<file path="config.mk">
export PLATFORM = sky130hd
export DESIGN_NAME = sdp_datapath
export DESIGN_NICKNAME = d
export VERILOG_FILES = /design/src/rtl/sdp_pkg.sv /design/src/rtl/sdp_fifo.sv /design/src/rtl/sdp_pack.sv /design/src/rtl/sdp_unpack.sv /design/src/rtl/sdp_datapath.sv
export SDC_FILE = /design/constraint.sdc
export NUM_CORES = 1
export LEC_CHECK = 0
export BUFFER_PORTS_ARGS = -buffer_cell sky130_fd_sc_hd__clkbuf_2
export CORE_MARGIN = 3
export CORE_UTILIZATION = 45
export CTS_CLUSTER_SIZE = 8
export DETAILED_ROUTE_END_ITERATION = 10
export HOLD_SLACK_MARGIN = 0.15
export SLEW_MARGIN = 10
export SYNTH_ARGS = -nofsm -noshare
export SYNTH_HDL_FRONTEND = slang
export SYNTH_SLANG_ARGS = --single-unit
</file>
<file path="constraint.sdc">
create_clock -name clk -period 6.3 [get_ports clk]
set_input_delay 0.63 -clock clk [delete_from_list [all_inputs] [get_ports clk]]
set_output_delay 0.63 -clock clk [all_outputs]
set_load 0.05 [all_outputs]
</file>
<file path="src/rtl/sdp_pkg.sv">
package sdp_pkg;
   localparam int ST_W    = 10;
   localparam int ST_DATA = 0;
   localparam int ST_DIRQ = 8;
   localparam int ST_BIRQ = 9;

   typedef enum logic [3:0] {
      XS_RUN  = 4'h0,
      XS_DONE = 4'h1
   } xfer_state_e;
endpackage

</file>
<file path="src/rtl/sdp_fifo.sv">
module sdp_fifo #(
   parameter  int DEPTH = 16,
   parameter  int WIDTH = 32,
   localparam int LW    = $clog2(DEPTH + 1)
) (
   input  logic             clk,
   input  logic             rst_n,
   input  logic             push,
   input  logic [WIDTH-1:0] wdata,
   input  logic             pop,
   output logic [WIDTH-1:0] rdata,
   output logic [LW-1:0]    level,
   output logic             full,
   output logic             empty
);
   localparam int AW = $clog2(DEPTH);

   if (DEPTH < 2 || (DEPTH & (DEPTH - 1)) != 0) begin : g_bad_depth
      $error("sdp_fifo: DEPTH must be a power of two of at least 2");
   end

   logic [WIDTH-1:0] mem [DEPTH];
   logic [AW-1:0]    wptr, rptr;
   logic             push_ok, pop_ok;

   assign full    = (level == LW'(DEPTH));
   assign empty   = (level == '0);
   assign push_ok = push && !full;
   assign pop_ok  = pop && !empty;
   assign rdata   = empty ? '0 : mem[rptr];

   always_ff @(posedge clk) begin
      if (push_ok) mem[wptr] <= wdata;
   end

   always_ff @(posedge clk) begin
      if (!rst_n) begin
         wptr  <= '0;
         rptr  <= '0;
         level <= '0;
      end else begin
         if (push_ok) wptr <= wptr + AW'(1);
         if (pop_ok)  rptr <= rptr + AW'(1);
         case ({push_ok, pop_ok})
            2'b10:   level <= level + LW'(1);
            2'b01:   level <= level - LW'(1);
            default: level <= level;
         endcase
      end
   end
endmodule

</file>
<file path="src/rtl/sdp_pack.sv">
module sdp_pack #(
   parameter int WORD_W = 32
) (
   input  logic              clk,
   input  logic              rst_n,
   input  logic              clear,
   input  logic              take,
   input  logic [7:0]        byte_in,
   input  logic              last,
   output logic              push,
   output logic [WORD_W-1:0] word
);
   localparam int NB = WORD_W / 8;
   localparam int IW = $clog2(NB);

   logic [IW-1:0]     idx;
   logic [WORD_W-1:0] acc, merged;

   for (genvar g = 0; g < NB; g++) begin : g_lane
      assign merged[g*8 +: 8] = (take && idx == IW'(g)) ? byte_in : acc[g*8 +: 8];
   end

   assign push = take && (last || idx == IW'(NB - 1));
   assign word = merged;

   always_ff @(posedge clk) begin
      if (!rst_n || clear) begin
         acc <= '0;
         idx <= '0;
      end else if (take) begin
         if (push) begin
            acc <= '0;
            idx <= '0;
         end else begin
            acc <= merged;
            idx <= idx + IW'(1);
         end
      end
   end
endmodule

</file>
<file path="src/rtl/sdp_unpack.sv">
module sdp_unpack #(
   parameter int WORD_W = 32
) (
   input  logic              clk,
   input  logic              rst_n,
   input  logic              clear,
   input  logic              can_fetch,
   input  logic [WORD_W-1:0] word_in,
   input  logic              give,
   output logic              fetch,
   output logic              have,
   output logic [7:0]        byte_out
);
   localparam int NB = WORD_W / 8;
   localparam int CW = $clog2(NB + 1);

   logic [WORD_W-1:0] hold;
   logic [CW-1:0]     left;

   assign have     = (left != '0);
   assign fetch    = can_fetch && !have;
   assign byte_out = hold[7:0];

   always_ff @(posedge clk) begin
      if (!rst_n || clear) begin
         hold <= '0;
         left <= '0;
      end else if (fetch) begin
         hold <= word_in;
         left <= CW'(NB);
      end else if (give) begin
         hold <= hold >> 8;
         left <= left - CW'(1);
      end
   end
endmodule

</file>
<file path="src/rtl/sdp_datapath.sv">
module sdp_datapath #(
   parameter  int DEPTH   = 16,
   parameter  int WORD_W  = 32,
   parameter  int SIZE_W  = 12,
   parameter  int COUNT_W = 9,
   localparam int LW      = $clog2(DEPTH + 1)
) (
   input  logic               clk,
   input  logic               rst_n,
   input  logic               dir_write,
   input  logic               cfg_data_irq_en,
   input  logic               cfg_block_irq_en,
   input  logic [SIZE_W-1:0]  blk_size,
   input  logic [COUNT_W-1:0] blk_count,
   input  logic               count_load,
   input  logic               dat_wr_en,
   input  logic [WORD_W-1:0]  dat_wr_data,
   input  logic               dat_rd_en,
   output logic [WORD_W-1:0]  dat_rd_data,
   input  logic [9:0]         stat_clr,
   output logic [9:0]         status,
   output logic               irq,
   output logic [LW+3:0]      dbg,
   input  logic               card_rx_valid,
   input  logic [7:0]         card_rx_data,
   output logic               card_rx_ready,
   output logic               card_tx_valid,
   output logic [7:0]         card_tx_data,
   input  logic               card_tx_ready
);
   import sdp_pkg::*;

   localparam int REM_W = SIZE_W + COUNT_W;

   if (WORD_W < 16 || (WORD_W % 8) != 0) begin : g_bad_word
      $error("sdp_datapath: WORD_W must be a multiple of 8, at least 16");
   end
   if (SIZE_W < 1 || COUNT_W < 1) begin : g_bad_count
      $error("sdp_datapath: SIZE_W and COUNT_W must be positive");
   end

   logic [REM_W-1:0]  rem_q, load_val;
   logic [SIZE_W-1:0] blk_left;
   xfer_state_e       xs_q;
   logic [ST_W-1:0]   stat_q, stat_set;
   logic              active, rx_fire, tx_fire, last_byte, blk_hit, word_moved;

   logic              fifo_push, fifo_pop, fifo_full, fifo_empty;
   logic [WORD_W-1:0] fifo_wdata, fifo_rdata;
   logic [LW-1:0]     fifo_level;

   logic              pk_push;
   logic [WORD_W-1:0] pk_word;
   logic              up_fetch, up_have;
   logic [7:0]        up_byte;

   assign load_val  = REM_W'(blk_size) * REM_W'(blk_count);
   assign active    = (rem_q != '0);
   assign last_byte = (rem_q == REM_W'(1));

   assign card_rx_ready = !dir_write && active && !fifo_full;
   assign card_tx_valid = dir_write && active && up_have;
   assign card_tx_data  = up_byte;
   assign rx_fire       = card_rx_valid && card_rx_ready;
   assign tx_fire       = card_tx_valid && card_tx_ready;

   // software side is steered by direction; card side owns the other port
   assign fifo_push  = dir_write ? dat_wr_en   : pk_push;
   assign fifo_wdata = dir_write ? dat_wr_data : pk_word;
   assign fifo_pop   = dir_write ? up_fetch    : dat_rd_en;
   assign dat_rd_data = fifo_rdata;

   sdp_fifo #(.DEPTH(DEPTH), .WIDTH(WORD_W)) u_fifo (
      .clk(clk), .rst_n(rst_n),
      .push(fifo_push), .wdata(fifo_wdata),
      .pop(fifo_pop), .rdata(fifo_rdata),
      .level(fifo_level), .full(fifo_full), .empty(fifo_empty)
   );

   sdp_pack #(.WORD_W(WORD_W)) u_pack (
      .clk(clk), .rst_n(rst_n), .clear(count_load),
      .take(rx_fire), .byte_in(card_rx_data), .last(last_byte),
      .push(pk_push), .word(pk_word)
   );

   sdp_unpack #(.WORD_W(WORD_W)) u_unpack (
      .clk(clk), .rst_n(rst_n), .clear(count_load),
      .can_fetch(dir_write && active && !fifo_empty),
      .word_in(fifo_rdata), .give(tx_fire),
      .fetch(up_fetch), .have(up_have), .byte_out(up_byte)
   );

   // block boundary tracked by a down-counter instead of a modulo
   assign blk_hit = tx_fire && (blk_size != '0) &&
                    (blk_left == SIZE_W'(1) || last_byte);

   always_ff @(posedge clk) begin
      if (!rst_n) begin
         rem_q    <= '0;
         blk_left <= '0;
         xs_q     <= XS_RUN;
      end else if (count_load) begin
         rem_q    <= load_val;
         blk_left <= blk_size;
         xs_q     <= (load_val == '0) ? XS_DONE : XS_RUN;
      end else begin
         if (rx_fire || tx_fire) begin
            rem_q <= rem_q - REM_W'(1);
            if (last_byte) xs_q <= XS_DONE;
         end
         if (tx_fire)
            blk_left <= (blk_left == SIZE_W'(1)) ? blk_size : blk_left - SIZE_W'(1);
      end
   end

   assign word_moved = dir_write ? up_fetch : pk_push;

   always_comb begin
      stat_set          = '0;
      stat_set[ST_DATA] = word_moved;
      stat_set[ST_DIRQ] = word_moved && cfg_data_irq_en;
      stat_set[ST_BIRQ] = blk_hit && cfg_block_irq_en;
   end

   always_ff @(posedge clk) begin
      if (!rst_n) stat_q <= '0;
      else        stat_q <= (stat_q & ~stat_clr) | stat_set;
   end

   assign status = stat_q;
   assign irq    = stat_q[ST_DIRQ] | stat_q[ST_BIRQ];
   assign dbg    = {fifo_level, xs_q};
endmodule

</file>
==> metrics.md <==
| Metric | Value |
|---|---|
| Synth Register Bits | 642 |
| Critical Path RT | 6830 ps |
| Area contributors post-synth | edfxtp_1, mux4_2, dfxtp_1 |
| R2r startpoint | rem_q[12] |
| Peak VDD IR | about 0.26 mV |
| Asr flop ratio synth | 0% |
| Netlist Area Pre-Place | 0.02972 mm^2 |
| Final setup TNS | 0 ps |
| Synthesized instance count | roughly 2,000 |
| Die Ht | 263.0 um |
| Seq/Total Area, Yosys | 60.48% |
| Vias | 17,980 |
| Post-layout min period | 4842 ps |
| Top post-synthesis cells by count | edfxtp_1, nand2_1, mux4_2 |
| Worst Max-Slew Pin Slew | 1282 ps |
| IO Count | 143 |
| Clock sink count | 642 |
| Initial antenna violation count | 1 |
| Register area | 0.01799 mm^2 |
| Hold endpoint | status[5] |
| RSZ-0062 raised after global routing | no |
| Worst slew margin | between 10% and 20% |
| Synth Area per Inst | 14.61 um^2 |
| Reg2reg path depth | 8 |
| Max-Cap Viols | 0 |
| Pwr Density | 396.8 mW/mm^2 |
| Largest net degree at the start of global routing | 81 |
| Top-area cell type share of the netlist area | about half |
| Area of the multi-input gates | 0.01089 mm^2 |
| Fillers | approximately 5,400 |
| Worst r2r dst | u_fifo.mem[4][28] |
| Post-route cell area | 0.03435 mm^2 |
| Placed instance count | 2,970 |
| Clock Skews | slightly below 50 ps |
| Crit-path cells | clkbuf_2, nand2_1, fa_1, inv_1, fa_1, fa_1, inv_1, fa_1, inv_1, ha_1, or3_4, o21a_1, o2111a_1, nor2_1, mux2i_1, a2111oi_0, a41oi_1, nor3_2 |
| Setup-failing EPs final | 0 |
| Cts bufs inserted | 90 |
| Global Route Usage Sum | 22.46% |
| CP Max Fanout | 11 |
| Critical path capture point type | flip-flop |
| Dominant synthesized flop cell | edfxtp_1 |
| Final Wtd Congestion | 0.8505 |
| Site row count | 93 |
| H-tree level count | 3 |
| Most frequent cell after synthesis | edfxtp_1 |
| Yosys top cell by area | edfxtp_1 |
| Highest Clock Rate | 206.5 MHz |
| R2r setup slk | 2250 ps |
| Number of global-route vias before repair | 18,450 |
| PortBufs | 139 |
| GRT Residual Overflow | 0 |
| Final ANT Viol Nets | 0 |
| Critical-path top delay cell | fa_1 |
| WP data arrival | 5370 ps |
| Starting DRT DRC Count | 1,781 |
| Max-slew violations | 0 |
| Setup crit start kind | input pin |
| CTS root buf | clkbuf_16 |
| Die Wd | ~260 um |
| Crit Path Category | input pin to flip-flop |
| Layout cell share with drive strength beyond 1 | around 23% |
| Layout area overhead | 15.55% |
| Leak | between 10 and 15 nW |
| Min-delay src | stat_clr[5] |
| Worst-Skew Late Latency | 650 ps |
| Distinct cells, synth | 74 |
| Die area | 0.06917 mm^2 |
| DRT Pass-1 Iters | 6 |
| First-pass GRT wire length | 117,000 um |
| Post-layout util | 52.90% |
| Drt via density | 5.737 |
| Status | finished clean |
| Start point of the critical path | blk_size[9] |
| Largest stage delay, worst path | 560 ps |
| Core Box Area | 0.06493 mm^2 |
| Worst Hold Depth | 2 |
| DRC | 0 |
| Reg clk slew, reported paths | around 50 ps |
| Dpl ws | 876.4 ps |
| Post_cts resized | 0 |
| DR WL/cell | ~25 um |
| Final Worst Setup Slack | 1458 ps |
| CTS tree | yes |
| Final Hold Vio Count | 0 |
| Placed Area | around 0.032 mm^2 |
| Initial Utilization | 45.78% |
| Clk buf depth | 3 |
| Post-synth EDFFs | 512 |
| Ant diodes | 0 |
| Synth warn | 0 |
| CP dominant cell by count | fa_1 |
| Dpl hpwl | 49,550 um |
| Nets@finish | 2,427 |
| HP Class | input pin to flip-flop |
| Post-Route WL | approximately 77,000 um |
| Setup Buffers After CTS | 0 |
| Final period util | 76.86% |
| Post-Layout Cell Count | approximately 3,100 |
| Hold Buf Count CTS | 6 |
worst max-delay path by stage:
stage          cells after the start      end
6_report                          18  xs_q[0]
5_1_grt                           18  xs_q[0]
4_1_cts                           17  xs_q[0]
3_5_place_dp                      17  xs_q[0]
3_3_place_gp                      18  xs_q[0]
2_1_floorplan                     18  xs_q[0]
worst max-delay path: cells and delay by family:
kind                       cells  cell delay [ps]
and+or+nand+nor                4              840
muxes                          1              100
buffers and inverters          4              420
AOI/OAI and AO/OA              4             1000
adders and majority gates      5             2390
layer usage:
layer	GRT usage [%]	wire (um)
met5	0	13
met4	7.182	2149
met3	4.065	5191
met2	36.64	37260
met1	30.82	32650
report_power, final:
group	switching, mW	internal [mW]	leakage [nW]
Combinational	2.65	1.59	5.25
Sequential	0.156	4.73	5.74
Clock	1.79	2.71	1.27
logic make-up after synthesis:
group,after synthesis,synth area share [%]
multiplexers,196,13.34
AND/OR/NAND/NOR,535,8.755
adder cells (fa/ha/maj),133,7.417
flip-flops,642,60.48
buffers and inverters,246,3.380
XOR/XNOR,28,0.8250
AO/OA/AOI/OAI,253,5.788
other,1,0.01262
state kept, by name (all words and copies together), names as in the netlist, named ones only:
| signal | flops |
|---|---|
| blk_left | 12 |
| u_fifo.mem | 512 |
| u_unpack.hold | 32 |
| u_fifo.rptr | 4 |
| u_pack.acc | 32 |
| rem_q | 21 |
| xs_q | 1 |
| status | 10 |
| u_fifo.level | 5 |
| u_fifo.wptr | 4 |
| u_unpack.left | 3 |
| u_pack.idx | 2 |
metrics by stage:
step	hold WS [ps]	total power, mW
final	179.5	13.63
after global routing	159.3	14.29
after CTS	153.9	13.75
after detailed placement	443.4	9.213
after global placement	442.6	9.179
after floorplan	429.5	8.110
final cells by class:
| cell class | instances | area share, % |
|---|---|---|
| multi-input cells | 1148 | 31.71 |
| repair buffers | 205 | 3.621 |
| well taps | 855 | 3.115 |
| clock buffers | 151 | 7.315 |
| clock inverters | 7 | 0.4991 |
| flip-flops and latches | 642 | 52.37 |
| inverters | 126 | 1.377 |
cells in the final DEF (no fill, tap or decap), types with 5 or more instances in the layout:
cell type / instances
nand3_1: 20
clkinv_16: 5
ha_1: 61
edfxtp_1: 512
dlygate4sd3_1: 6
a21oi_1: 54
and2_1: 74
fa_1: 72
a22oi_1: 29
o21ai_1: 6
or3_1: 5
inv_1: 126
mux2i_1: 34
clkbuf_16: 91
nand2b_1: 8
o21ai_0: 61
a31oi_1: 7
nor2_1: 121
mux4_2: 160
and3_1: 5
a211oi_1: 15
nand2_1: 171
a21o_1: 7
clkbuf_2: 139
nand4_1: 7
nor3_1: 25
dfxtp_1: 126
nor3_2: 9
nor3b_1: 10
nor2_4: 12
buf_4: 57
o21a_1: 7
a311oi_1: 27
clkbuf_1: 59
xor2_1: 15
xnor2_1: 13
nor2b_1: 35
nor4_1: 11
(Power assumes the default switching activity.)
